### src/rtl/intc_pkg.sv
package intc_pkg;

  localparam int BUS_AW = 12;
  localparam int BUS_DW = 32;

  localparam logic [BUS_AW-1:0] ADR_DETECT  = 12'h004;
  localparam logic [BUS_AW-1:0] ADR_THRESH  = 12'h084;
  localparam logic [BUS_AW-1:0] ADR_EDGECLR = 12'h0C0;
  localparam logic [BUS_AW-1:0] ADR_STATUS  = 12'h144;
  localparam logic [BUS_AW-1:0] ADR_OUTEN   = 12'h444;

  // configuration window occupies 0x200..0x3FF
  localparam logic [2:0] CFG_WIN = 3'b001;

  typedef enum logic [3:0] {
    SN_LEVEL_LO = 4'h0,
    SN_LEVEL_HI = 4'h1,
    SN_FALL     = 4'h2,
    SN_RISE     = 4'h3
  } sense_e;

  // a source is live only when both enable bits are set
  function automatic logic src_enabled(input logic [1:0] en2);
    return en2 == 2'b11;
  endfunction

  function automatic logic is_edge_code(input logic [3:0] sn);
    return (sn == SN_FALL) || (sn == SN_RISE);
  endfunction

  // pending state of an edge-capable source
  function automatic logic edge_src_pending(input logic [3:0] sn,
                                            input logic lvl,
                                            input logic held);
    logic r;
    case (sn)
      SN_LEVEL_LO:     r = ~lvl;
      SN_FALL, SN_RISE: r = held;
      default:         r = lvl;
    endcase
    return r;
  endfunction

endpackage

### src/rtl/intc_regs.sv
module intc_regs
  import intc_pkg::*;
#(
  parameter int NSRC   = 64,
  parameter int PRIO_W = 8,
  parameter int IDX_W  = $clog2(NSRC)
) (
  input  logic                   clk,
  input  logic                   rst_n,
  input  logic                   bus_we,
  input  logic [BUS_AW-1:0]      bus_addr,
  input  logic [BUS_DW-1:0]      bus_wdata,
  output logic [BUS_DW-1:0]      bus_rdata,
  input  logic [IDX_W-1:0]       status_code,
  output logic                   det_en,
  output logic                   out_en,
  output logic [PRIO_W-1:0]      mask_lvl,
  output logic [2*NSRC-1:0]      cfg_en2,
  output logic [4*NSRC-1:0]      cfg_sense,
  output logic [PRIO_W*NSRC-1:0] cfg_prio,
  output logic                   clr_pulse,
  output logic [3:0]             clr_idx
);

  logic [1:0]        en_q [NSRC];
  logic [3:0]        sn_q [NSRC];
  logic [PRIO_W-1:0] pr_q [NSRC];

  logic              cfg_hit;
  logic              word_b;
  logic [IDX_W-1:0]  cfg_src;
  logic              unused_wdata;

  assign cfg_hit = (bus_addr[BUS_AW-1:9] == CFG_WIN) && (bus_addr[1:0] == 2'b00);
  assign word_b  = bus_addr[2];
  assign cfg_src = bus_addr[3 +: IDX_W];
  assign unused_wdata = ^bus_wdata;

  always_ff @(posedge clk or negedge rst_n) begin
    if (!rst_n) begin
      det_en   <= 1'b0;
      out_en   <= 1'b0;
      mask_lvl <= '0;
      for (int s = 0; s < NSRC; s++) begin
        en_q[s] <= 2'b00;
        sn_q[s] <= 4'h0;
        pr_q[s] <= '0;
      end
    end else if (bus_we) begin
      if (cfg_hit) begin
        if (word_b) begin
          pr_q[cfg_src] <= bus_wdata[PRIO_W-1:0];
        end else begin
          en_q[cfg_src] <= bus_wdata[29:28];
          sn_q[cfg_src] <= bus_wdata[27:24];
        end
      end else begin
        case (bus_addr)
          ADR_DETECT: det_en   <= bus_wdata[0];
          ADR_THRESH: mask_lvl <= bus_wdata[PRIO_W-1:0];
          ADR_OUTEN:  out_en   <= bus_wdata[0];
          default: ;
        endcase
      end
    end
  end

  // edge clear is a write-only strobe acting in the write cycle
  assign clr_pulse = bus_we && (bus_addr == ADR_EDGECLR) && bus_wdata[8];
  assign clr_idx   = bus_wdata[3:0];

  for (genvar s = 0; s < NSRC; s++) begin : g_flat
    assign cfg_en2[2*s +: 2]           = en_q[s];
    assign cfg_sense[4*s +: 4]         = sn_q[s];
    assign cfg_prio[PRIO_W*s +: PRIO_W] = pr_q[s];
  end

  always_comb begin
    bus_rdata = '0;
    if (cfg_hit) begin
      if (word_b) begin
        bus_rdata[PRIO_W-1:0] = pr_q[cfg_src];
      end else begin
        bus_rdata[29:28] = en_q[cfg_src];
        bus_rdata[27:24] = sn_q[cfg_src];
      end
    end else begin
      case (bus_addr)
        ADR_DETECT: bus_rdata[0]            = det_en;
        ADR_THRESH: bus_rdata[PRIO_W-1:0]   = mask_lvl;
        ADR_STATUS: bus_rdata[24 +: IDX_W]  = status_code;
        ADR_OUTEN:  bus_rdata[0]            = out_en;
        default: ;
      endcase
    end
  end

endmodule

### src/rtl/intc_detect.sv
module intc_detect
  import intc_pkg::*;
#(
  parameter int NSRC    = 64,
  parameter int EDGE_LO = 47,
  parameter int EDGE_HI = 50
) (
  input  logic              clk,
  input  logic              rst_n,
  input  logic [NSRC-1:0]   irq_in,
  input  logic              det_en,
  input  logic [4*NSRC-1:0] cfg_sense,
  input  logic              clr_pulse,
  input  logic [3:0]        clr_idx,
  output logic [NSRC-1:0]   pending,
  output logic [NSRC-1:0]   latch_vec,
  output logic [NSRC-1:0]   edge_evt,
  output logic [NSRC-1:0]   clr_hit,
  output logic [NSRC-1:0]   edge_mode
);

  logic [NSRC-1:0] in_q;

  always_ff @(posedge clk or negedge rst_n) begin
    if (!rst_n) in_q <= '0;
    else        in_q <= irq_in;
  end

  for (genvar s = 0; s < NSRC; s++) begin : g_src
    localparam int S = s;
    logic [3:0] sn;
    assign sn = cfg_sense[4*S +: 4];

    if (S >= EDGE_LO && S <= EDGE_HI) begin : g_edge
      logic prev_q;
      logic held_q;
      logic rise, fall;

      always_ff @(posedge clk or negedge rst_n) begin
        if (!rst_n) prev_q <= 1'b0;
        else        prev_q <= in_q[S];
      end

      assign rise         = in_q[S] & ~prev_q;
      assign fall         = ~in_q[S] & prev_q;
      assign edge_mode[S] = is_edge_code(sn);
      assign edge_evt[S]  = det_en & edge_mode[S] & ((sn == SN_RISE) ? rise : fall);
      assign clr_hit[S]   = clr_pulse & (clr_idx == 4'(S % 16));

      // a new event outranks a clear in the same cycle
      always_ff @(posedge clk or negedge rst_n) begin
        if (!rst_n) held_q <= 1'b0;
        else        held_q <= edge_evt[S] | (held_q & ~clr_hit[S] & edge_mode[S]);
      end

      assign latch_vec[S] = held_q;
      assign pending[S]   = edge_src_pending(sn, in_q[S], held_q);
    end else begin : g_level
      logic unused_sn;
      assign unused_sn    = ^sn;
      assign edge_mode[S] = 1'b0;
      assign edge_evt[S]  = 1'b0;
      assign clr_hit[S]   = 1'b0;
      assign latch_vec[S] = 1'b0;
      assign pending[S]   = in_q[S];
    end
  end

endmodule

### src/rtl/intc_arbiter.sv
module intc_arbiter #(
  parameter int NSRC   = 64,
  parameter int PRIO_W = 8,
  parameter int IDX_W  = $clog2(NSRC)
) (
  input  logic [NSRC-1:0]        elig,
  input  logic [PRIO_W*NSRC-1:0] prio_flat,
  output logic                   win_valid,
  output logic [IDX_W-1:0]       win_idx,
  output logic [PRIO_W-1:0]      win_prio
);

  localparam int LVLS = $clog2(NSRC);

  // right (higher-numbered) half wins only with a strictly larger priority
  function automatic logic right_wins(input logic lv, input logic rv,
                                      input logic [PRIO_W-1:0] lp,
                                      input logic [PRIO_W-1:0] rp);
    return rv && (!lv || (rp > lp));
  endfunction

  for (genvar l = 0; l <= LVLS; l++) begin : g_lvl
    localparam int W = NSRC >> l;
    logic [W-1:0]      v;
    logic [PRIO_W-1:0] p  [W];
    logic [IDX_W-1:0]  ix [W];

    if (l == 0) begin : g_leaf
      for (genvar k = 0; k < W; k++) begin : g_k
        assign v[k]  = elig[k];
        assign p[k]  = prio_flat[PRIO_W*k +: PRIO_W];
        assign ix[k] = IDX_W'(k);
      end
    end else begin : g_node
      for (genvar k = 0; k < W; k++) begin : g_k
        logic pick_r;
        assign pick_r = right_wins(g_lvl[l-1].v[2*k], g_lvl[l-1].v[2*k+1],
                                   g_lvl[l-1].p[2*k], g_lvl[l-1].p[2*k+1]);
        assign v[k]  = g_lvl[l-1].v[2*k] | g_lvl[l-1].v[2*k+1];
        assign p[k]  = pick_r ? g_lvl[l-1].p[2*k+1]  : g_lvl[l-1].p[2*k];
        assign ix[k] = pick_r ? g_lvl[l-1].ix[2*k+1] : g_lvl[l-1].ix[2*k];
      end
    end
  end

  assign win_valid = g_lvl[LVLS].v[0];
  assign win_idx   = g_lvl[LVLS].ix[0];
  assign win_prio  = g_lvl[LVLS].p[0];

endmodule

### src/rtl/intc_top.sv
module intc_top
  import intc_pkg::*;
#(
  parameter int NSRC    = 64,
  parameter int PRIO_W  = 8,
  parameter int EDGE_LO = 47,
  parameter int EDGE_HI = 50
) (
  input  logic             clk,
  input  logic             rst_n,
  input  logic             bus_we,
  input  logic [11:0]      bus_addr,
  input  logic [31:0]      bus_wdata,
  output logic [31:0]      bus_rdata,
  input  logic [NSRC-1:0]  irq_in,
  output logic             irq_out
);

  localparam int IDX_W = $clog2(NSRC);
  localparam logic [IDX_W-1:0] NONE_CODE = IDX_W'(NSRC - 1);

  logic                   det_en, out_en;
  logic [PRIO_W-1:0]      mask_lvl;
  logic [2*NSRC-1:0]      cfg_en2;
  logic [4*NSRC-1:0]      cfg_sense;
  logic [PRIO_W*NSRC-1:0] cfg_prio;
  logic                   clr_pulse;
  logic [3:0]             clr_idx;
  logic [NSRC-1:0]        pending, latch_vec, edge_evt, clr_hit, edge_mode;
  logic [NSRC-1:0]        elig;
  logic                   win_valid;
  logic [IDX_W-1:0]       win_idx;
  logic [PRIO_W-1:0]      win_prio;
  logic [IDX_W-1:0]       status_code;

  intc_regs #(.NSRC(NSRC), .PRIO_W(PRIO_W), .IDX_W(IDX_W)) u_regs (
    .clk         (clk),
    .rst_n       (rst_n),
    .bus_we      (bus_we),
    .bus_addr    (bus_addr),
    .bus_wdata   (bus_wdata),
    .bus_rdata   (bus_rdata),
    .status_code (status_code),
    .det_en      (det_en),
    .out_en      (out_en),
    .mask_lvl    (mask_lvl),
    .cfg_en2     (cfg_en2),
    .cfg_sense   (cfg_sense),
    .cfg_prio    (cfg_prio),
    .clr_pulse   (clr_pulse),
    .clr_idx     (clr_idx)
  );

  intc_detect #(.NSRC(NSRC), .EDGE_LO(EDGE_LO), .EDGE_HI(EDGE_HI)) u_detect (
    .clk       (clk),
    .rst_n     (rst_n),
    .irq_in    (irq_in),
    .det_en    (det_en),
    .cfg_sense (cfg_sense),
    .clr_pulse (clr_pulse),
    .clr_idx   (clr_idx),
    .pending   (pending),
    .latch_vec (latch_vec),
    .edge_evt  (edge_evt),
    .clr_hit   (clr_hit),
    .edge_mode (edge_mode)
  );

  for (genvar s = 0; s < NSRC; s++) begin : g_elig
    if (s == NSRC - 1) begin : g_rsvd
      logic unused_rsvd;
      assign unused_rsvd = ^{cfg_en2[2*s +: 2], cfg_prio[PRIO_W*s +: PRIO_W], pending[s]};
      assign elig[s] = 1'b0;
    end else begin : g_live
      assign elig[s] = det_en
                     & src_enabled(cfg_en2[2*s +: 2])
                     & pending[s]
                     & (cfg_prio[PRIO_W*s +: PRIO_W] > mask_lvl);
    end
  end

  intc_arbiter #(.NSRC(NSRC), .PRIO_W(PRIO_W), .IDX_W(IDX_W)) u_arb (
    .elig      (elig),
    .prio_flat (cfg_prio),
    .win_valid (win_valid),
    .win_idx   (win_idx),
    .win_prio  (win_prio)
  );

  assign status_code = win_valid ? win_idx : NONE_CODE;
  assign irq_out     = out_en & win_valid;

endmodule

### config.mk
export PLATFORM = sky130hd
export DESIGN_NAME = intc_top
export DESIGN_NICKNAME = d
export VERILOG_FILES = /design/src/rtl/intc_pkg.sv /design/src/rtl/intc_regs.sv /design/src/rtl/intc_detect.sv /design/src/rtl/intc_arbiter.sv /design/src/rtl/intc_top.sv
export SDC_FILE = /design/constraint.sdc
export NUM_CORES = 2
export LEC_CHECK = 0
export CAP_MARGIN = 20
export CORE_AREA = 5 5 460 462
export CTS_BUF_LIST = sky130_fd_sc_hd__clkbuf_16
export DETAILED_ROUTE_END_ITERATION = 7
export DIE_AREA = 0 0 465 467
export DONT_BUFFER_PORTS = 1
export PLACE_DENSITY = 0.59
export SLEW_MARGIN = 40
export SYNTH_ARGS = -nofsm -noshare
export SYNTH_HDL_FRONTEND = slang
export SYNTH_SLANG_ARGS = --single-unit
export TNS_END_PERCENT = 1
### constraint.sdc
create_clock -name clk -period 27.3 [get_ports clk]
set_clock_uncertainty 0.15 [all_clocks]
set_input_delay 1.365 -clock clk [delete_from_list [all_inputs] [get_ports clk]]
set_output_delay 1.365 -clock clk [all_outputs]
set_load 0.005 [all_outputs]
==> flow_metrics.env <==
export IMPL_area_growth_pct=9.56
export IMPL_irDropWorstVdd_v=0.0000692
export IMPL_postCtsSetupBuffers=0
export IMPL_cts_sinks=977
export IMPL_rows=167
export IMPL_drtAntennaViolNets=0
export IMPL_crit_fanout=26
export IMPL_relSlewSlack_pct=38.5
export IMPL_cp_slowest_cell="nor3b_1"
export IMPL_place_congestion=0.943
export IMPL_htree_levels=3
export IMPL_synth_distinct_cells=90
export IMPL_ys_flop_type="dfrtp_1"
export IMPL_synth_xor_area_share_pct=0
export IMPL_status="complete, no violations"
export IMPL_final_layout_size_suffix_gt1_share_pct=14.1
export IMPL_post_cts_resized=0
export IMPL_die_y_microns=467
export IMPL_tns_ns=0
export IMPL_finalSetupViolCount=0
export IMPL_path_delay_family="compound AO/OA/AOI/OAI gates"
export IMPL_crit_path_start_kind="flip-flop"
export IMPL_initial_core_util_pct=34.8
export IMPL_clk_latency_ns=0.78
export IMPL_crit_path_end_kind="output port"
export IMPL_core_sq_um=207000
export IMPL_synthSimpleGateAreaFrac_pct=10.3
export IMPL_drc=0
export IMPL_grt_pass1_wl_microns=405000
export IMPL_worstMarginPinSlew_ns=0.922
export IMPL_rrSetupSlack_ns=24.92
export IMPL_timing_fmax_mhz=56.7
export IMPL_mostFrequentLayoutCell="ha_1"
export IMPL_p_leak_nw=37.4
export IMPL_final_cells=9980
export IMPL_synth_compound_area_share_pct=16.4
export IMPL_clkSlewWorstSetupHoldPaths_ns=0.06
export IMPL_drt_total_wl_microns=277000
export IMPL_synth_seq_area_share_pct=34.0
export IMPL_io_pins=144
export IMPL_clock_tree_root_cell="clkbuf_16"
export IMPL_overflow=0
export IMPL_dieArea_sq_um=217000
export IMPL_critical_path_arrival_ns=16.12
export IMPL_hp_class="in -> async"
export IMPL_dieWidth_microns=465
export IMPL_synth_edf_count=0
export IMPL_reg2reg_from="u_regs.mask_lvl[0]"
export IMPL_synthAdderAreaFrac_pct=17.4
export IMPL_cts_buffers=116
export IMPL_grt_usage_pct=24.8
export IMPL_cts_tree="yes"
export IMPL_grt_max_degree=153
export IMPL_hold_viol=0
export IMPL_firstDrtPassIters=6
export IMPL_yosysWarnings=0
export IMPL_cpPeakStageDelay_ns=0.70
export IMPL_synth_seq_cells=977
export IMPL_antenna_found_initial=28
export IMPL_r2r_end="u_regs.mask_lvl[0]"
export IMPL_postSynthAreaPerCell_sq_um=9.85
export IMPL_grt_pass1_vias=60000
export IMPL_finalCritPeriodShare_pct=64.6
export IMPL_via_count=60900
export IMPL_dpl_hpwl_microns=194000
export IMPL_worst_path_buf_inv=7
export IMPL_synth_area_sq_um=71900
export IMPL_slew_violations=0
export IMPL_ff2ff_path_depth=3
export IMPL_path_class="reg -> out"
export IMPL_max_cap_violations=0
export IMPL_nNetsFinal=8282
export IMPL_drt_initial_drc_count=5800
export IMPL_period_minus_slack_ns=17.63
export IMPL_p_per_area_nw_per_um2=41.1
export IMPL_synth_top_family_by_area="adder cells"
export IMPL_wl_per_cell_microns=27.8
export IMPL_synthArstFlopShare_pct=100
export IMPL_synth_cells=7297
export IMPL_required_ns=25.78
export IMPL_dp_cells=9755
export IMPL_cts_max_path_buffers=3
export IMPL_rsz0062_at_grt="false"
export IMPL_postCtsHoldBufs=0
export IMPL_io_buffers=0
export IMPL_final_cell_mix="ha_1, dfrtp_1, mux2_2, inv_1, mux2i_1"
export IMPL_viasPerCell=6.10
export IMPL_muxShareOfSynthArea_pct=17.0
==> worst max path at each step <==
stage	slack, ns	startpoint	end	cells after the start
4_1_cts	9.77	u_regs.mask_lvl[1]	bus_rdata[24]	58
2_1_floorplan	14.13	u_regs.mask_lvl[7]	bus_rdata[26]	58
3_3_place_gp	9.97	u_regs.mask_lvl[1]	bus_rdata[24]	53
6_report	9.67	u_regs.mask_lvl[1]	bus_rdata[24]	58
3_5_place_dp	10.65	u_regs.mask_lvl[1]	bus_rdata[24]	58
5_1_grt	8.90	u_regs.mask_lvl[1]	bus_rdata[24]	58
==> state kept, by name, indices dropped and copies added (netlist names) <==
signal,flops
u_regs.cfg_prio,512
u_regs.cfg_sense,256
u_regs.cfg_en2,128
u_detect.in_q,63
u_regs.mask_lvl,8
u_detect.g_src.g_edge.held_q,4
u_detect.g_src.g_edge.prev_q,4
u_regs.det_en,1
u_regs.out_en,1
==> report_power, final <==
part,total (mW),internal (mW),switching (mW)
Sequential,1.48,1.46,0.0162
Clock,1.57,0.889,0.678
Combinational,0.191,0.0564,0.135
Total,3.24,2.41,0.830
==> through the flow <==
stage                     utilization (%)  setup slack [ns]  hold slack, ns  instance area [sq um]  power (mW)
final                                38.1              9.67           0.322                  78700        3.24
after global routing                 38.1              8.90           0.349                  78700        3.33
after CTS                            38.0              9.77           0.346                  78600        3.25
after detailed placement             36.2             10.65           0.339                  74800        1.69
after global placement               36.1              9.97           0.331                  74600        1.68
after floorplan                         -             14.13           0.257                  71900        1.61
==> per-layer routing <==
| metal | track usage, % | vias to the layer above | wire, microns |
|---|---|---|---|
| li1 | - | 27000 | - |
| met1 | 32.0 | 30500 | 115000 |
| met2 | 39.3 | 2699 | 123000 |
| met3 | 4.72 | 738 | 21800 |
| met4 | 13.2 | 14 | 17300 |
| met5 | 0 | - | 94 |
==> cell families (layout without fill, tap and decap cells) <==
logic type      after synthesis  after routing
other cells                   1             30
compound gates             1826           1826
simple gates               1470           1470
mux                        1130           1130
flops                       977            977
fa+ha+maj                  1000           1000
buf+inv                     893            843
==> final cells by class <==
class	count	area, sq um
fill	20100	128000
multi-input combinational	5444	44300
sequential	977	24500
tap	2704	3380
clock buffer	119	2980
inverter	549	2070
timing repair buffer	83	773
clock inverter	92	772
antenna	12	30.0
==> synthesized netlist by cell type, types with 14 or more instances <==
library cell	count	area share, %
a211oi_1	40	0.42
a21o_1	64	0.67
a21oi_1	405	2.8
a221oi_1	83	1.0
a22o_1	68	0.83
a22oi_1	307	3.2
a31oi_1	27	0.24
and2_1	16	0.14
and3_1	23	0.20
and4_1	22	0.27
buf_1	45	0.24
buf_2	57	0.40
buf_4	21	0.22
clkbuf_1	220	1.1
dfrtp_1	977	34
ha_1	1000	17
inv_1	549	2.9
mux2_2	636	10
mux2i_1	486	6.8
nand2_1	466	2.4
nand2b_1	30	0.26
nand3_1	60	0.42
nand4_1	355	3.1
nor2_1	275	1.4
nor2b_1	113	0.98
nor3_1	22	0.15
o211ai_1	110	1.1
o21a_1	48	0.50
o21ai_0	500	3.5
o21bai_1	14	0.15
o22ai_1	27	0.24
o31ai_1	15	0.16
or2_2	23	0.20
(Power assumes the default switching activity.)
